### config.mk
export PLATFORM = sky130hd
export DESIGN_NAME = ctrl_word_encoder
export DESIGN_NICKNAME = d
export VERILOG_FILES = /design/src/rtl/cwe_pkg.sv /design/src/rtl/cwe_ctrl.sv /design/src/rtl/cwe_datapath.sv /design/src/rtl/ctrl_word_encoder.sv
export SDC_FILE = /design/constraint.sdc
export NUM_CORES = 1
export LEC_CHECK = 0
export ABC_AREA = 1
export BUFFER_PORTS_ARGS = -buffer_cell sky130_fd_sc_hd__buf_2
export CORE_MARGIN = 2
export CORE_UTILIZATION = 30
export DETAILED_ROUTE_END_ITERATION = 6
export PLACE_DENSITY = 0.58
export SKIP_LAST_GASP = 1
export SYNTH_ARGS = -nofsm -noshare
export SYNTH_HDL_FRONTEND = slang
export SYNTH_SLANG_ARGS = --single-unit
### constraint.sdc
create_clock -name clk -period 5.6 [get_ports clk]
set_clock_uncertainty 0.2 [all_clocks]
set_input_delay 0.84 -clock clk [delete_from_list [all_inputs] [get_ports clk]]
set_output_delay 0.84 -clock clk [all_outputs]
set_load 0.02 [all_outputs]
### src/rtl/cwe_pkg.sv
package cwe_pkg;
  localparam int BYTE_W    = 8;
  localparam int NUM_BYTES = 5;
  localparam int DATA_W    = 36;
  localparam int PAR_W     = 12;
  localparam int CW_W      = DATA_W + PAR_W;
  localparam int TOT_W     = NUM_BYTES * BYTE_W;
  localparam int BIDX_W    = $clog2(NUM_BYTES);
  localparam int CNT_W     = $clog2(DATA_W + 1);
  // low-order generator coefficients: x^10 x^8 x^5 x^4 x^3 x^0
  localparam logic [PAR_W-1:0] GEN_POLY = 12'h539;

  typedef enum logic [1:0] {
    ST_DOWN  = 2'd0,
    ST_READY = 2'd1,
    ST_XFER  = 2'd2
  } ctrl_state_e;

  typedef struct packed {
    logic              clear;
    logic              storeByte;
    logic [BIDX_W-1:0] byteIdx;
    logic              load;
    logic              shift;
    logic [CNT_W-1:0]  bitIdx;
  } enc_strobe_t;
endpackage

### src/rtl/cwe_ctrl.sv
module cwe_ctrl
  import cwe_pkg::*;
(
  input  logic        clk,
  input  logic        rstN,
  input  logic        txReset,
  input  logic        powerDown,
  input  logic        wrEn,
  input  logic        cwAccept,
  output logic        rdyFlag,
  output logic        irqReq,
  output logic        ovrFlag,
  output logic        cwValid,
  output enc_strobe_t strobes
);
  localparam logic [BIDX_W-1:0] LAST_IDX = BIDX_W'(NUM_BYTES - 1);

  ctrl_state_e      state;
  logic [BIDX_W-1:0] byteCnt;
  logic [CNT_W-1:0]  encCnt;
  logic              irqQ, ovrQ, validQ;
  logic              clearAll, bufFree;

  assign clearAll = !rstN || txReset;
  assign bufFree  = (encCnt == '0) && !validQ;

  always_ff @(posedge clk) begin
    if (clearAll) begin
      state   <= ST_DOWN;
      byteCnt <= '0;
      encCnt  <= '0;
      irqQ    <= 1'b0;
      ovrQ    <= 1'b0;
      validQ  <= 1'b0;
    end else if (powerDown) begin
      state   <= ST_DOWN;
      byteCnt <= '0;
      encCnt  <= '0;
      irqQ    <= 1'b0;
      validQ  <= 1'b0;
    end else begin
      if (encCnt != '0) begin
        encCnt <= encCnt - CNT_W'(1);
        if (encCnt == CNT_W'(1)) validQ <= 1'b1;
      end else if (validQ && cwAccept) begin
        validQ <= 1'b0;
      end
      case (state)
        ST_DOWN: begin
          if (wrEn) ovrQ <= 1'b1;
          state <= ST_READY;
          irqQ  <= 1'b1;
        end
        ST_READY: begin
          if (wrEn) begin
            if (byteCnt == '0) irqQ <= 1'b0;
            if (byteCnt == LAST_IDX) begin
              byteCnt <= '0;
              state   <= ST_XFER;
            end else begin
              byteCnt <= byteCnt + BIDX_W'(1);
            end
          end
        end
        ST_XFER: begin
          if (wrEn) ovrQ <= 1'b1;
          if (bufFree) begin
            encCnt <= CNT_W'(DATA_W);
            state  <= ST_READY;
            irqQ   <= 1'b1;
          end
        end
        default: state <= ST_DOWN;
      endcase
    end
  end

  always_comb begin
    strobes.clear     = clearAll || powerDown;
    strobes.storeByte = (state == ST_READY) && wrEn && !strobes.clear;
    strobes.byteIdx   = byteCnt;
    strobes.load      = (state == ST_XFER) && bufFree && !strobes.clear;
    strobes.shift     = (encCnt != '0) && !strobes.clear;
    strobes.bitIdx    = encCnt - CNT_W'(1);
  end

  assign rdyFlag = (state == ST_READY);
  assign irqReq  = irqQ;
  assign ovrFlag = ovrQ;
  assign cwValid = validQ;

  assert_pd_idle_R1: assert property (@(posedge clk) disable iff (!rstN)
    powerDown |=> (!rdyFlag && !irqReq && !cwValid));
  assert_txreset_R6: assert property (@(posedge clk) disable iff (!rstN)
    txReset |=> (!rdyFlag && !irqReq && !ovrFlag && !cwValid));
  assert_overrun_R7: assert property (@(posedge clk) disable iff (!rstN)
    (wrEn && !rdyFlag && !powerDown && !txReset) |=> ovrFlag);
  assert_irq_clear_R8: assert property (@(posedge clk) disable iff (!rstN)
    (strobes.storeByte && byteCnt == '0) |=> !irqReq);
  assert_load_ready_R4: assert property (@(posedge clk) disable iff (!rstN)
    strobes.load |=> (rdyFlag && irqReq));
  assert_valid_hold_R9: assert property (@(posedge clk) disable iff (!rstN)
    (cwValid && !cwAccept && !powerDown && !txReset) |=> cwValid);
  assert_busy_wait_R10: assert property (@(posedge clk) disable iff (!rstN)
    (state == ST_XFER && !bufFree && !powerDown && !txReset) |=> !rdyFlag);
endmodule

### src/rtl/cwe_datapath.sv
module cwe_datapath
  import cwe_pkg::*;
#(
  parameter logic [PAR_W-1:0] POLY = GEN_POLY
) (
  input  logic            clk,
  input  logic            rstN,
  input  logic [BYTE_W-1:0] wrData,
  input  enc_strobe_t     strobes,
  output logic [CW_W-1:0] codeword
);
  logic [BYTE_W-1:0] byteReg [NUM_BYTES];
  logic [TOT_W-1:0]  fullMsg;
  logic [DATA_W-1:0] payload, dataReg;
  logic [PAR_W-1:0]  lfsr;
  logic              fbBit;

  for (genvar i = 0; i < NUM_BYTES; i++) begin : g_byte
    always_ff @(posedge clk) begin
      if (strobes.storeByte && strobes.byteIdx == BIDX_W'(i))
        byteReg[i] <= wrData;
    end
  end

  always_comb begin
    fullMsg = '0;
    for (int i = 0; i < NUM_BYTES; i++)
      fullMsg[(NUM_BYTES-1-i)*BYTE_W +: BYTE_W] = byteReg[i];
    payload = fullMsg[TOT_W-1 -: DATA_W];
  end

  assign fbBit = dataReg[strobes.bitIdx] ^ lfsr[PAR_W-1];

  always_ff @(posedge clk) begin
    if (strobes.clear) begin
      dataReg <= '0;
      lfsr    <= '0;
    end else if (strobes.load) begin
      dataReg <= payload;
      lfsr    <= '0;
    end else if (strobes.shift) begin
      lfsr <= {lfsr[PAR_W-2:0], 1'b0} ^ ({PAR_W{fbBit}} & POLY);
    end
  end

  assign codeword = {dataReg, lfsr};

  assert_strobe_excl_R5: assert property (@(posedge clk) disable iff (!rstN)
    strobes.load |-> !strobes.shift);
  assert_hold_R9: assert property (@(posedge clk) disable iff (!rstN)
    (!strobes.load && !strobes.shift && !strobes.clear) |=> $stable(codeword));
endmodule

### src/rtl/ctrl_word_encoder.sv
module ctrl_word_encoder
  import cwe_pkg::*;
(
  input  logic              clk,
  input  logic              rstN,
  input  logic              txReset,
  input  logic              powerDown,
  input  logic              wrEn,
  input  logic [BYTE_W-1:0] wrData,
  output logic              rdyFlag,
  output logic              irqReq,
  output logic              ovrFlag,
  output logic              cwValid,
  output logic [CW_W-1:0]   cwData,
  input  logic              cwAccept
);
  enc_strobe_t strobes;

  cwe_ctrl ctrl_i (
    .clk(clk), .rstN(rstN), .txReset(txReset), .powerDown(powerDown),
    .wrEn(wrEn), .cwAccept(cwAccept), .rdyFlag(rdyFlag), .irqReq(irqReq),
    .ovrFlag(ovrFlag), .cwValid(cwValid), .strobes(strobes)
  );

  cwe_datapath #(.POLY(GEN_POLY)) dp_i (
    .clk(clk), .rstN(rstN), .wrData(wrData), .strobes(strobes),
    .codeword(cwData)
  );
endmodule

==> flow_summary.json, run 1 <==
{
  "status": "complete, no violations",
  "place_congestion": 0.8338,
  "layout-drive-gt1-share": 0.1801,
  "initial_core_util": 0.3039,
  "max-cap-violations": 0,
  "finalHoldViolCount": 0,
  "antenna_left": 0,
  "async_flop_share": 0,
  "postRouteWirelength_um": 9551,
  "placeableCoreArea_um2": 13140,
  "cpPeakStageDelay_ps": 820,
  "numPortBuffers": 65,
  "yosys_warnings": 0,
  "hp-class": "reg -> reg",
  "fin_setup_tns_ps": 0,
  "dp_hpwl_um": 7083,
  "cp_num_cells": 13,
  "die_w_um": 119.4,
  "die_h_um": 119.4,
  "max-clock-path-buffers": 2,
  "grt.total_usage": 0.1368,
  "clkSinkCount": 98,
  "synth.largest_area_cell": "dfxtp_1",
  "slew_viol_final": 0,
  "synthToLayoutAreaGrowth_pct": 19.68,
  "post_synth.cell_area_avg_um2": 8.794,
  "vias_per_cell": 4.513,
  "slew_headroom": 0.3801,
  "cts_setup_buffers": 0,
  "cts-root-buf": "clkbuf_16",
  "place_ws_ps": 2024,
  "setup_violations": 0,
  "synth.top_cell.area_share": 0.3109,
  "num-nets-final": 539,
  "cts_hold_buf": 0,
  "synth-main-ff-cell": "dfxtp_1",
  "required_ps": 5650,
  "synthCells": 454,
  "end_kind": "register",
  "synth_seq_area_share": 0.5816,
  "fin_util": 0.3637,
  "drt-initial-drc-count": 203,
  "crit_fanout": 23,
  "r2r_cells": 13,
  "hold_depth": 2,
  "synth-edff-count": 36,
  "dr.pass1.iters": 4,
  "clock_latency_ps": 350,
  "power_density_nw_per_um2": 291.8,
  "ys_ff_latch": 98,
  "first_global_vias": 2905,
  "rsz0062_at_grt": "no",
  "cts.repair.resized": 0,
  "io_pins": 66,
  "leakagePower_nw": 2.041,
  "min_period_ps": 3629,
  "synth_cell_types": 31,
  "antenna_cells": 0,
  "critPathKind": "reg -> reg",
  "cp_slowest_cell": "dfxtp_1",
  "cts.clk_slew.worst_paths_ps": 70,
  "max_freq_mhz": 275.6,
  "rows": 42,
  "cp_common_cell": "nand3_1",
  "grt_pass1_wl_um": 15010,
  "cp_num_buf_inv": 3,
  "htreeDepth": 3,
  "ir_drop_v": 0.0001313,
  "crit_family": "simple AND/OR/NAND/NOR gates",
  "antenna_found_initial": 0,
  "syn-num-nets": 475,
  "cts_buffers": 9,
  "worst_slack_ps": 1971,
  "path_cells": "inv_2 -> ha_1 -> clkinv_1 -> nand3_1 -> nand3_1 -> nand3_1 -> nand3_1 -> nand3_1 -> nand3_1 -> nand3_1 -> nand3_1 -> nand2_1 -> inv_1",
  "crit_arrival_ps": 3680,
  "min_period_over_period": 0.6480,
  "worst_pin_slew_ps": 926.4,
  "netlist_top_cells_area": "dfxtp_1 31%, edfxtp_1 27%, nand2_1 9.8%",
  "cts_tree": "yes",
  "fp.dieArea_um2": 14250,
  "grt_start_max_net_pins": 39,
  "grt-ovfl-total": 0,
  "syn_area_um2": 3993,
  "cp-start-kind": "register",
  "drc": 0,
  "vias": 3150,
  "post_drt_wl_per_cell_um": 13.68
}
synthesized netlist by cell type (5+ instances only):
cell	n
nand3_1	51
inv_1	67
a21oi_1	17
nor2_1	20
nand4_1	5
nor3_1	5
dfxtp_1	62
buf_2	8
edfxtp_1	36
o21ai_0	40
nand2_1	104
ha_1	7
per-layer routing:
metal,global-route usage,part of all wire
met3,0.03400,0.035
met5,0,0
met4,0.05882,0.022
met2,0.2220,0.49
met1,0.1735,0.46
layout by cell type, fill, tap and decap left out, types with 2 or more instances in the layout:
cell type	count
nand2_1	104
inv_1	67
buf_2	65
dfxtp_1	62
nand3_1	51
o21ai_0	40
edfxtp_1	36
nor2_1	20
a21oi_1	17
clkbuf_16	9
ha_1	7
nand4_1	5
nor3_1	5
inv_2	4
xor2_1	3
nand3b_1	3
nand2_2	2
o22ai_1	2
o211ai_1	2
nand3_2	2
inv_8	2
buf_4	2
cells by family (layout without fill, tap and decap cells):
group / Yosys count / in the layout / share of synthesized area
DFF: 98 / 98 / 0.5816
xor gates and xnor gates: 3 / 3 / 0.006582
adders and majority gates: 7 / 7 / 0.02194
and+or+nand+nor: 197 / 197 / 0.2187
buffers and inverters: 86 / 154 / 0.08649
AOI/OAI and AO/OA: 63 / 63 / 0.08461
power by group:
part           switching [mW]  total, mW  internal, mW  leakage, nW
logic                  0.0187     0.0266       0.00793         1.07
clock network           0.277      0.629         0.352        0.150
registers             0.00119      0.739         0.738        0.823
total                   0.297       1.39          1.10         2.04
sequential cells by signal, indices dropped and copies added (netlist names):
register,count
ctrl_i.cwValid,1
ctrl_i.irqReq,1
dp_i.lfsr,12
dp_i.dataReg,36
ctrl_i.ovrFlag,1
ctrl_i.encCnt,6
ctrl_i.byteCnt,3
dp_i.byteReg,36
ctrl_i.state,2
path summary, 6_finish.rpt:
kind                    start             end  slack [ps]
max          ctrl_i.encCnt[0]    dp_i.lfsr[5]        1970
min            ctrl_i.ovrFlag  ctrl_i.ovrFlag         280
max reg2reg  ctrl_i.encCnt[0]    dp_i.lfsr[5]        1970
min reg2reg    ctrl_i.ovrFlag  ctrl_i.ovrFlag         280
metrics by stage:
step / total power [mW] / cells / cell area (um2) / hold WS, ps
detailed placement: 0.7823 / 683 / 4478 / 276.6
global route: 1.443 / 698 / 4778 / 306.9
CTS: 1.409 / 698 / 4778 / 287.2
global placement: 0.7814 / 683 / 4478 / 245.5
finish: 1.394 / 698 / 4778 / 278.7
floorplan: 0.7699 / 454 / 3993 / 280.0
worst reg2reg max path: cells and delay by family (launching register included):
kind | cells | cell delay [ps]
fa+ha+maj | 1 | 600
buf+inv | 3 | 720
flops | 1 | 820
simple gates | 9 | 1210
cell type report:
class | count | area [um2]
Multi-Input combinational cell | 270 | 1325
Inverter | 72 | 270.3
Tap cell | 176 | 220.2
Clock buffer | 9 | 225.2
Clock inverter | 6 | 75.07
Fill cell | 1376 | 8359
Sequential cell | 98 | 2322
Timing Repair Buffer | 67 | 340.3
(Power assumes the default switching activity.)
==> run 2: changes to the inputs <==
==> constraint.sdc (replaced) <==
create_clock -name clk -period 3.7 [get_ports clk]
set_clock_uncertainty 0.2 [all_clocks]
set_input_delay 0.555 -clock clk [delete_from_list [all_inputs] [get_ports clk]]
set_output_delay 0.555 -clock clk [all_outputs]
set_load 0.02 [all_outputs]
==> flow_summary.json, run 2 (synthesized netlist as in run 1, its figures left out) <==
{
  "status": "complete, no violations",
  "final_cell_mix": "104 x nand2_1, 67 x inv_1, 65 x buf_2",
  "vias_per_cell": 4.544,
  "cts-root-buf": "clkbuf_16",
  "place_congestion": 0.8768,
  "synthToLayoutAreaGrowth_pct": 19.84,
  "placeableCoreArea_um2": 13140,
  "vias": 3185,
  "min_period_ps": 2748,
  "fin_setup_tns_ps": 0,
  "cp-start-kind": "register",
  "setup_violations": 0,
  "antenna_found_initial": 0,
  "finalHoldViolCount": 0,
  "max_freq_mhz": 363.9,
  "ir_drop_v": 0.0001978,
  "rows": 42,
  "rrSetupSlack_ps": 950,
  "num-nets-final": 541,
  "cp_num_buf_inv": 3,
  "cpPeakStageDelay_ps": 530,
  "grt_start_max_net_pins": 39,
  "cts_setup_buffers": 0,
  "startpoint": "ctrl_i.encCnt[0]",
  "drc": 0,
  "path_cells": "inv_2 -> ha_1 -> clkinv_1 -> nand3_1 -> nand3_1 -> nand3_1 -> nand3_1 -> nand3_1 -> nand3_1 -> nand3_1 -> nand3_1 -> nand2_1 -> inv_1",
  "r2r_cells": 13,
  "fp.dieArea_um2": 14250,
  "cp_num_cells": 13,
  "clkSinkCount": 98,
  "slew_viol_final": 0,
  "gr-usage-met2": 0.2443,
  "cp_slowest_cell": "ha_1",
  "drt-initial-drc-count": 191,
  "dr.pass1.iters": 6,
  "fin_hold_ws_ps": 251.5,
  "met3_usage": 0.03113,
  "htreeDepth": 3,
  "cts.clk_slew.worst_paths_ps": 70,
  "use_met1": 0.1721,
  "rsz0062_at_grt": "no",
  "min_to": "dp_i.byteReg[0][23]",
  "min_from": "wrData[7]",
  "reg2reg_to": "dp_i.lfsr[4]",
  "place_ws_ps": 991.1,
  "placed_area_um2": 4493,
  "dp_hpwl_um": 7088,
  "required_ps": 3740,
  "grt_pass1_wl_um": 15570,
  "die_w_um": 119.4,
  "post_drt_wl_per_cell_um": 13.85,
  "hp-class": "in -> reg",
  "first_global_vias": 2929,
  "postRouteWirelength_um": 9706,
  "crit_fanout": 19,
  "busiest_layer": "met2",
  "max-clock-path-buffers": 2,
  "initial_core_util": 0.3039,
  "cts_hold_buf": 0,
  "top_regs": "dp_i.byteReg (36), dp_i.dataReg (36), dp_i.lfsr (12)",
  "clock_latency_ps": 350,
  "power_density_nw_per_um2": 432.6,
  "numPortBuffers": 65,
  "antenna_cells": 0,
  "leakagePower_nw": 2.040,
  "grt.total_usage": 0.1404,
  "fin_util": 0.3642,
  "crit_family": "simple AND/OR/NAND/NOR gates",
  "max-cap-violations": 0,
  "grt-ovfl-total": 0,
  "cts_buffers": 9,
  "worst_slack_ps": 951.6,
  "critPathKind": "reg -> reg",
  "cts_tree": "yes",
  "cts.repair.resized": 0,
  "die_h_um": 119.4,
  "design_area_um2": 4785,
  "layout-drive-gt1-share": 0.1848,
  "crit_arrival_ps": 2790,
  "mostFrequentLayoutCell": "nand2_1",
  "cp_common_cell": "nand3_1",
  "end_kind": "register",
  "min_period_over_period": 0.7428,
  "antenna_left": 0,
  "hold_depth": 1,
  "worst_pin_slew_ps": 831.8,
  "io_pins": 66,
  "reg2reg_from": "ctrl_i.encCnt[0]",
  "slew_headroom": 0.4434
}
-- run 2: per-stage QoR --
stage / instances / total power [mW]
global route: 701 / 2.132
floorplan: 454 / 1.165
detailed placement: 685 / 1.187
CTS: 701 / 2.084
finish: 701 / 2.070
global placement: 685 / 1.185
-- run 2: layout make-up --
class	instances	area (um2)
Timing Repair Buffer	69	355.3
Inverter	72	270.3
Clock buffer	10	239.0
Tap cell	176	220.2
Fill cell	1356	8353
Sequential cell	98	2322
Clock inverter	6	52.55
Multi-Input combinational cell	270	1325
-- run 2: layer usage --
| metal | part of all wire | up-vias |
|---|---|---|
| met5 | 0 | - |
| met4 | 0.014 | 0 |
| met3 | 0.037 | 11 |
| met2 | 0.51 | 61 |
| met1 | 0.44 | 1500 |
| li1 | - | 1613 |
-- run 2: how the worst max path moves through the flow --
| stage | end | slack (ps) |
|---|---|---|
| 6_report | dp_i.lfsr[4] | 950 |
| 5_1_grt | dp_i.lfsr[3] | 710 |
| 4_1_cts | dp_i.lfsr[4] | 980 |
| 3_5_place_dp | dp_i.lfsr[4] | 990 |
| 3_3_place_gp | dp_i.byteReg[0][16] | 1060 |
| 2_1_floorplan | dp_i.byteReg[0][24] | 1300 |
-- run 2: where the power goes --
| part | leakage [nW] | total (mW) | switching, mW | internal, mW |
|---|---|---|---|---|
| logic | 1.08 | 0.0429 | 0.0304 | 0.0125 |
| clock network | 0.138 | 0.908 | 0.422 | 0.486 |
| registers | 0.823 | 1.12 | 0.00168 | 1.12 |
| total | 2.04 | 2.07 | 0.454 | 1.62 |
